**src/rtl/sp_pkg.sv**
```systemverilog
package sp_pkg;
  typedef enum logic [2:0] {
    SP_OP_NONE,
    SP_OP_PUSH,
    SP_OP_POP,
    SP_OP_CALL,
    SP_OP_RET
  } sp_op_e;
endpackage

```
**src/rtl/sp_cmd_decode.sv**
```systemverilog
module sp_cmd_decode
  import sp_pkg::*;
(
  input  logic   push_i,
  input  logic   pop_i,
  input  logic   call_i,
  input  logic   ret_i,
  output sp_op_e op_o,
  output logic   multi_o
);
  localparam int N_CMD = 4;
  logic [N_CMD-1:0] vec;
  logic [2:0]       cnt;

  assign vec = {ret_i, call_i, pop_i, push_i};

  always_comb begin
    cnt = '0;
    for (int i = 0; i < N_CMD; i++) cnt = cnt + {2'b00, vec[i]};
  end

  assign multi_o = (cnt > 3'd1);

  always_comb begin
    op_o = SP_OP_NONE;
    if (!multi_o) begin
      unique case (1'b1)
        push_i:  op_o = SP_OP_PUSH;
        pop_i:   op_o = SP_OP_POP;
        call_i:  op_o = SP_OP_CALL;
        ret_i:   op_o = SP_OP_RET;
        default: op_o = SP_OP_NONE;
      endcase
    end
  end
endmodule

```
**src/rtl/sp_next.sv**
```systemverilog
module sp_next
  import sp_pkg::*;
#(
  parameter int PTR_W = 11
) (
  input  logic [PTR_W-1:0] sp_i,
  input  sp_op_e           op_i,
  output logic [PTR_W-1:0] nxt_o,
  output logic [PTR_W-1:0] addr_a_o,
  output logic [PTR_W-1:0] addr_b_o
);
  localparam logic [PTR_W-1:0] ONE = PTR_W'(1);
  localparam logic [PTR_W-1:0] TWO = PTR_W'(2);

  logic [PTR_W-1:0] dn1, dn2, up1, up2;
  assign dn1 = sp_i - ONE;
  assign dn2 = sp_i - TWO;
  assign up1 = sp_i + ONE;
  assign up2 = sp_i + TWO;

  always_comb begin
    nxt_o    = sp_i;
    addr_a_o = sp_i;
    addr_b_o = sp_i;
    case (op_i)
      SP_OP_PUSH: begin nxt_o = dn1; end
      SP_OP_POP:  begin nxt_o = up1; addr_a_o = up1; addr_b_o = up1; end
      SP_OP_CALL: begin nxt_o = dn2; addr_b_o = dn1; end
      SP_OP_RET:  begin nxt_o = up2; addr_a_o = up2; addr_b_o = up1; end
      default:    ;
    endcase
  end
endmodule

```
**src/rtl/sp_regbus.sv**
```systemverilog
module sp_regbus #(
  parameter int             PTR_W    = 11,
  parameter int             BUS_AW   = 7,
  parameter logic [BUS_AW-1:0] LO_IO  = 7'h3D,
  parameter logic [BUS_AW-1:0] HI_IO  = 7'h3E,
  parameter logic [BUS_AW-1:0] ALIAS_OFS = 7'h20
) (
  input  logic [BUS_AW-1:0] addr_i,
  input  logic [PTR_W-1:0]  sp_i,
  output logic              hit_lo_o,
  output logic              hit_hi_o,
  output logic [7:0]        rdata_o
);
  localparam int HI_BITS = PTR_W - 8;
  localparam logic [BUS_AW-1:0] LO_DS = LO_IO + ALIAS_OFS;
  localparam logic [BUS_AW-1:0] HI_DS = HI_IO + ALIAS_OFS;

  assign hit_lo_o = (addr_i == LO_IO) || (addr_i == LO_DS);
  assign hit_hi_o = (addr_i == HI_IO) || (addr_i == HI_DS);

  always_comb begin
    rdata_o = 8'h00;
    if (hit_lo_o)      rdata_o = sp_i[7:0];
    else if (hit_hi_o) rdata_o = {{(8-HI_BITS){1'b0}}, sp_i[PTR_W-1:8]};
  end
endmodule

```
**src/rtl/stack_ptr_unit.sv**
```systemverilog
module stack_ptr_unit
  import sp_pkg::*;
#(
  parameter int PTR_W  = 11,
  parameter int BUS_AW = 7
) (
  input  logic              clk,
  input  logic              rst_n,
  input  logic [BUS_AW-1:0] bus_addr,
  input  logic              bus_wr_en,
  input  logic [7:0]        bus_wdata,
  output logic [7:0]        bus_rdata,
  input  logic              cmd_push,
  input  logic              cmd_pop,
  input  logic              cmd_call,
  input  logic              cmd_ret,
  output logic              cmd_err,
  output logic [PTR_W-1:0]  sp_out,
  output logic [PTR_W-1:0]  acc_addr_a,
  output logic [PTR_W-1:0]  acc_addr_b
);
  localparam int HI_BITS = PTR_W - 8;

  logic [PTR_W-1:0] sp_q, sp_d, sp_step;
  sp_op_e           op;
  logic             hit_lo, hit_hi, wr_lo, wr_hi;

  sp_cmd_decode u_dec (
    .push_i(cmd_push), .pop_i(cmd_pop), .call_i(cmd_call), .ret_i(cmd_ret),
    .op_o(op), .multi_o(cmd_err)
  );

  sp_next #(.PTR_W(PTR_W)) u_next (
    .sp_i(sp_q), .op_i(op), .nxt_o(sp_step),
    .addr_a_o(acc_addr_a), .addr_b_o(acc_addr_b)
  );

  sp_regbus #(.PTR_W(PTR_W), .BUS_AW(BUS_AW)) u_bus (
    .addr_i(bus_addr), .sp_i(sp_q),
    .hit_lo_o(hit_lo), .hit_hi_o(hit_hi), .rdata_o(bus_rdata)
  );

  assign wr_lo = bus_wr_en && hit_lo;
  assign wr_hi = bus_wr_en && hit_hi;

  always_comb begin
    sp_d = sp_step;
    if (wr_lo || wr_hi) begin
      sp_d = sp_q;
      if (wr_lo) sp_d[7:0]       = bus_wdata;
      if (wr_hi) sp_d[PTR_W-1:8] = bus_wdata[HI_BITS-1:0];
    end
  end

  always_ff @(posedge clk or negedge rst_n) begin
    if (!rst_n) sp_q <= '0;
    else        sp_q <= sp_d;
  end

  assign sp_out = sp_q;

  AST_LO_WRITE: assert property (@(posedge clk) disable iff (!rst_n)
    wr_lo |=> sp_out[7:0] == $past(bus_wdata));
  AST_HI_WRITE: assert property (@(posedge clk) disable iff (!rst_n)
    wr_hi |=> sp_out[PTR_W-1:8] == $past(bus_wdata[HI_BITS-1:0]));
  AST_PUSH_STEP: assert property (@(posedge clk) disable iff (!rst_n)
    (cmd_push && !cmd_err && !bus_wr_en) |=> sp_out == $past(sp_out) - PTR_W'(1));
  AST_CALL_STEP: assert property (@(posedge clk) disable iff (!rst_n)
    (cmd_call && !cmd_err && !bus_wr_en) |=> sp_out == $past(sp_out) - PTR_W'(2));
  AST_ERR_FREEZE: assert property (@(posedge clk) disable iff (!rst_n)
    (cmd_err && !(wr_lo || wr_hi)) |=> $stable(sp_out));
  AST_CALL_ADDR: assert property (@(posedge clk) disable iff (!rst_n)
    (cmd_call && !cmd_err) |-> (acc_addr_a == sp_out && acc_addr_b == sp_out - PTR_W'(1)));
  AST_UNMAPPED: assert property (@(posedge clk) disable iff (!rst_n)
    (bus_wr_en && !hit_lo && !hit_hi && !cmd_push && !cmd_pop && !cmd_call && !cmd_ret)
      |=> $stable(sp_out));
endmodule

```
**config.mk**
```make
export PLATFORM = sky130hd
export DESIGN_NAME = stack_ptr_unit
export DESIGN_NICKNAME = d
export VERILOG_FILES = /design/src/rtl/sp_pkg.sv /design/src/rtl/sp_cmd_decode.sv /design/src/rtl/sp_next.sv /design/src/rtl/sp_regbus.sv /design/src/rtl/stack_ptr_unit.sv
export SDC_FILE = /design/constraint.sdc
export NUM_CORES = 1
export LEC_CHECK = 0
export ABC_AREA = 1
export BUFFER_PORTS_ARGS = -buffer_cell sky130_fd_sc_hd__buf_2
export CAP_MARGIN = 20
export CELL_PAD_IN_SITES_DETAIL_PLACEMENT = 1
export CELL_PAD_IN_SITES_GLOBAL_PLACEMENT = 1
export CORE_MARGIN = 4
export CORE_UTILIZATION = 38
export CTS_BUF_LIST = sky130_fd_sc_hd__clkbuf_8
export CTS_CLUSTER_SIZE = 16
export DETAILED_ROUTE_END_ITERATION = 10
export GPL_ROUTABILITY_DRIVEN = 0
export MAX_ROUTING_LAYER = met4
export PLACE_DENSITY_LB_ADDON = 0.1
export SETUP_SLACK_MARGIN = 0.5
export SLEW_MARGIN = 20
export SYNTH_ARGS = -nofsm -noshare
export SYNTH_HDL_FRONTEND = slang
export SYNTH_SLANG_ARGS = --single-unit
```
**constraint.sdc**
```tcl
create_clock -name clk -period 3.8 [get_ports clk]
set_input_delay 0.38 -clock clk [delete_from_list [all_inputs] [get_ports clk]]
set_output_delay 0.38 -clock clk [all_outputs]
set_load 0.005 [all_outputs]
```
==> flow_metrics.env <==
export IMPL_run_status="finished clean"
export IMPL_yosys_most_used_dff="sky130_fd_sc_hd__dfrtp_1"
export IMPL_cell_internal_pwr_uw=660
export IMPL_clk_insertion_delay_late_ps=240
export IMPL_timing_final_crit_period_ps=2880
export IMPL_flow_area_growth_from_synthesis_pct=15.2
export IMPL_yosys_warnings=0
export IMPL_layout_commonest_cell="sky130_fd_sc_hd__nand2_1"
export IMPL_max_vdd_ir_drop_uv=321
export IMPL_hold_slack_ps=8.21
export IMPL_grt_first_pass_wirelength_mm=14.2
export IMPL_tritoncts="yes"
export IMPL_detail_route_vias_per_cell=5.23
export IMPL_tightest_slew_ps=524
export IMPL_final_setup_viol_count=0
export IMPL_dp_hpwl_mm=7.00
export IMPL_dr_pass1_iters=4
export IMPL_synthDistinctLibCells=28
export IMPL_number_of_drc_violations_after_detailed_routing_iteration_0=178
export IMPL_share_of_post_route_cells_with_drive_strength_above_1_pct=19.5
export IMPL_routed_wl_mm=8.65
export IMPL_num_vias=2846
export IMPL_dieArea_mm2=0.00725
export IMPL_timing_hold_worst_class="in2async"
export IMPL_fmax_mhz=347
export IMPL_power_density_mw_per_mm2=623
export IMPL_synth_avg_cell_area_um2=5.39
export IMPL_worst_ep_arrival_time_ps=2500
export IMPL_via_count_of_the_first_global_routing_pass=2926
export IMPL_use_met2_pct=42.3
export IMPL_synth_edf_count=0
export IMPL_clkSlewWorstSetupHoldPaths_ps=50
export IMPL_root_buffer="sky130_fd_sc_hd__clkbuf_8"
export IMPL_design_core_area_mm2=0.00564
export IMPL_synth_seq_area_share_pct=12.2
export IMPL_power_uw=1620
export IMPL_drc_errors=0
export IMPL_cp_required_ps=3420
export IMPL_cts_buffers=3
export IMPL_most_congested_layer_reported_by_global_routing="met2"
export IMPL_post_route_cell_area_mm2=0.00261
export IMPL_layout_cells_most_common_list="sky130_fd_sc_hd__nand2_1 (149), sky130_fd_sc_hd__nor2_1 (66), sky130_fd_sc_hd__buf_2 (63)"
export IMPL_boundaryPins=64
export IMPL_syn_inst=420
export IMPL_postCtsHoldBufs=0
export IMPL_grt_setup_unrepaired="false"
export IMPL_power_static_leakage_uw=0.00148
export IMPL_grt_start_max_net_pins=22
export IMPL_grt_antenna_before_repair=0
export IMPL_endpoint_kind="primary output"
export IMPL_hold_violations=0
export IMPL_path_max_fanout=16
export IMPL_placedInstanceArea_mm2=0.00256
export IMPL_slew_viol_final=0
export IMPL_path_class="in2out"
export IMPL_detail_route_antenna_nets=0
export IMPL_switch_share_pct=59.3
export IMPL_synth_seq_cells=11
export IMPL_floorplan_die_width_um=85.2
export IMPL_power_clock_fraction_pct=7.1
export IMPL_cts_h_tree_depth=1
export IMPL_critical_path_start_type="primary input"
export IMPL_p_comb_share_pct=71.2
export IMPL_clock_path_buffers=2
export IMPL_seqPwrFrac_pct=21.8
export IMPL_max_slew_headroom_pct=65.0
export IMPL_detail_route_wl_per_cell_um=15.9
export IMPL_grtUsageMet3_pct=1.26
export IMPL_synth_async_sr_flop_share_pct=100
export IMPL_setup_tns_final_ps=0
export IMPL_numPortBuffers=63
export IMPL_use_met1_pct=32.7
export IMPL_antenna_cells=0
export IMPL_rows=27
export IMPL_final_period_utilization_pct=75.9
export IMPL_switching_power_uw=962
export IMPL_globalRouteOverflowTotal=0
export IMPL_synth_nets=450
export IMPL_flip_flop_count_of_the_largest_register_after_layout=11
export IMPL_nets=503
export IMPL_synth_cell_area_mm2=0.00226
export IMPL_maxCapViolCount=0
export IMPL_number_of_sinks_on_the_clock_net=11
export IMPL_postCtsSetupBuffers=0
export IMPL_start_util_pct=40.1
export IMPL_chipHeight_um=85.2
export IMPL_tot_gr_track_use_pct=24.7
export IMPL_worst_clock_skew_ps=1.37
-- through the flow --
step / cells / setup slack, ps / utilization [%]
final: 544 / 918 / 46.2
after global routing: 544 / 710 / 46.2
after CTS: 544 / 706 / 46.1
after detailed placement: 540 / 716 / 45.3
after global placement: 540 / 827 / 45.3
after floorplan: 420 / 1490 / -
-- path summary, 6_finish.rpt --
check	start	endpoint	slack [ps]	cells past startpoint
setup / recovery	cmd_push	acc_addr_b[8]	920	12
hold / removal	rst_n	sp_out[10]	8	1
setup reg to reg	sp_out[2]	sp_out[5]	1670	10
hold reg to reg	sp_out[1]	sp_out[1]	700	2
max in group asynchronous	rst_n	sp_out[0]	3580	1
min in group clk	bus_wdata[0]	sp_out[0]	510	5
-- cell type report --
type | instances | area (um2)
multi-input combinational | 345 | 1700
clock inverter | 1 | 3.75
inverter | 49 | 184
tap | 72 | 90.1
fill | 861 | 3040
sequential | 11 | 275
timing repair buffer | 63 | 315
clock buffer | 3 | 41.3
-- what timing repair did --
| item | 4_1_cts | 5_1_grt |
|---|---|---|
| setup endpoints to repair | 0 | 4 |
| endpoints found under the hold margin | 0 | 0 |
| resized for setup | 0 | 1 |
-- cell usage after synthesis, types with 2 or more instances --
library cell,n,area [um2]
sky130_fd_sc_hd__xor2_1,17,149
sky130_fd_sc_hd__buf_2,7,35.0
sky130_fd_sc_hd__nor2_1,66,248
sky130_fd_sc_hd__nand2_1,150,563
sky130_fd_sc_hd__buf_4,4,30.0
sky130_fd_sc_hd__o21ai_0,18,90.1
sky130_fd_sc_hd__ha_1,8,100
sky130_fd_sc_hd__nand4_1,3,18.8
sky130_fd_sc_hd__buf_6,4,45.0
sky130_fd_sc_hd__o211ai_1,3,22.5
sky130_fd_sc_hd__nand2_4,2,22.5
sky130_fd_sc_hd__a21boi_0,5,37.5
sky130_fd_sc_hd__nand3_2,2,20.0
sky130_fd_sc_hd__dfrtp_1,11,275
sky130_fd_sc_hd__nor2_2,10,62.6
sky130_fd_sc_hd__inv_2,3,11.3
sky130_fd_sc_hd__o221ai_1,5,43.8
sky130_fd_sc_hd__o22ai_1,3,18.8
sky130_fd_sc_hd__nand3_1,18,90.1
sky130_fd_sc_hd__a21oi_1,24,120
sky130_fd_sc_hd__inv_1,46,173
sky130_fd_sc_hd__nand2_2,5,31.3
-- power by group through the flow --
| stage | sequential, uW | combinational [uW] | clock (uW) |
|---|---|---|---|
| finish | 353 | 1150 | 114 |
| global route | 365 | 1310 | 121 |
| CTS | 344 | 1150 | 116 |
| detailed placement | 345 | 1140 | 0 |
| global placement | 345 | 1110 | 0 |
| floorplan | 226 | 861 | 0 |
-- per-layer routing --
layer  up-vias  wire length [um]  part of all wire, %
met5         -                 0                    0
met4         0                60                 0.69
met3         8               330                  3.8
met2        60              4180                   48
met1      1365              4080                   47
li1       1413                 -                    -
-- critical path: stages --
cell and delay [ps]:
sky130_fd_sc_hd__buf_2 90, sky130_fd_sc_hd__inv_1 60, sky130_fd_sc_hd__ha_1 290, sky130_fd_sc_hd__ha_1 270
sky130_fd_sc_hd__nand2_1 100, sky130_fd_sc_hd__nand4_1 150, sky130_fd_sc_hd__nor2_2 180, sky130_fd_sc_hd__nand2_2 150
sky130_fd_sc_hd__nand2_2 300, sky130_fd_sc_hd__inv_1 190, sky130_fd_sc_hd__o221ai_1 190, sky130_fd_sc_hd__buf_2 150
-- logic make-up (layout without fill, tap and decap cells) --
logic type,after synthesis,after routing,share of synthesized area (%)
adder cells (fa/ha/maj),8,8,4.42
XOR/XNOR,18,18,6.97
AO/OA/AOI/OAI,61,61,16.0
AND/OR/NAND/NOR,258,258,47.4
flip-flops,11,11,12.2
buffers and inverters,64,116,13.0
(Power assumes the default switching activity.)
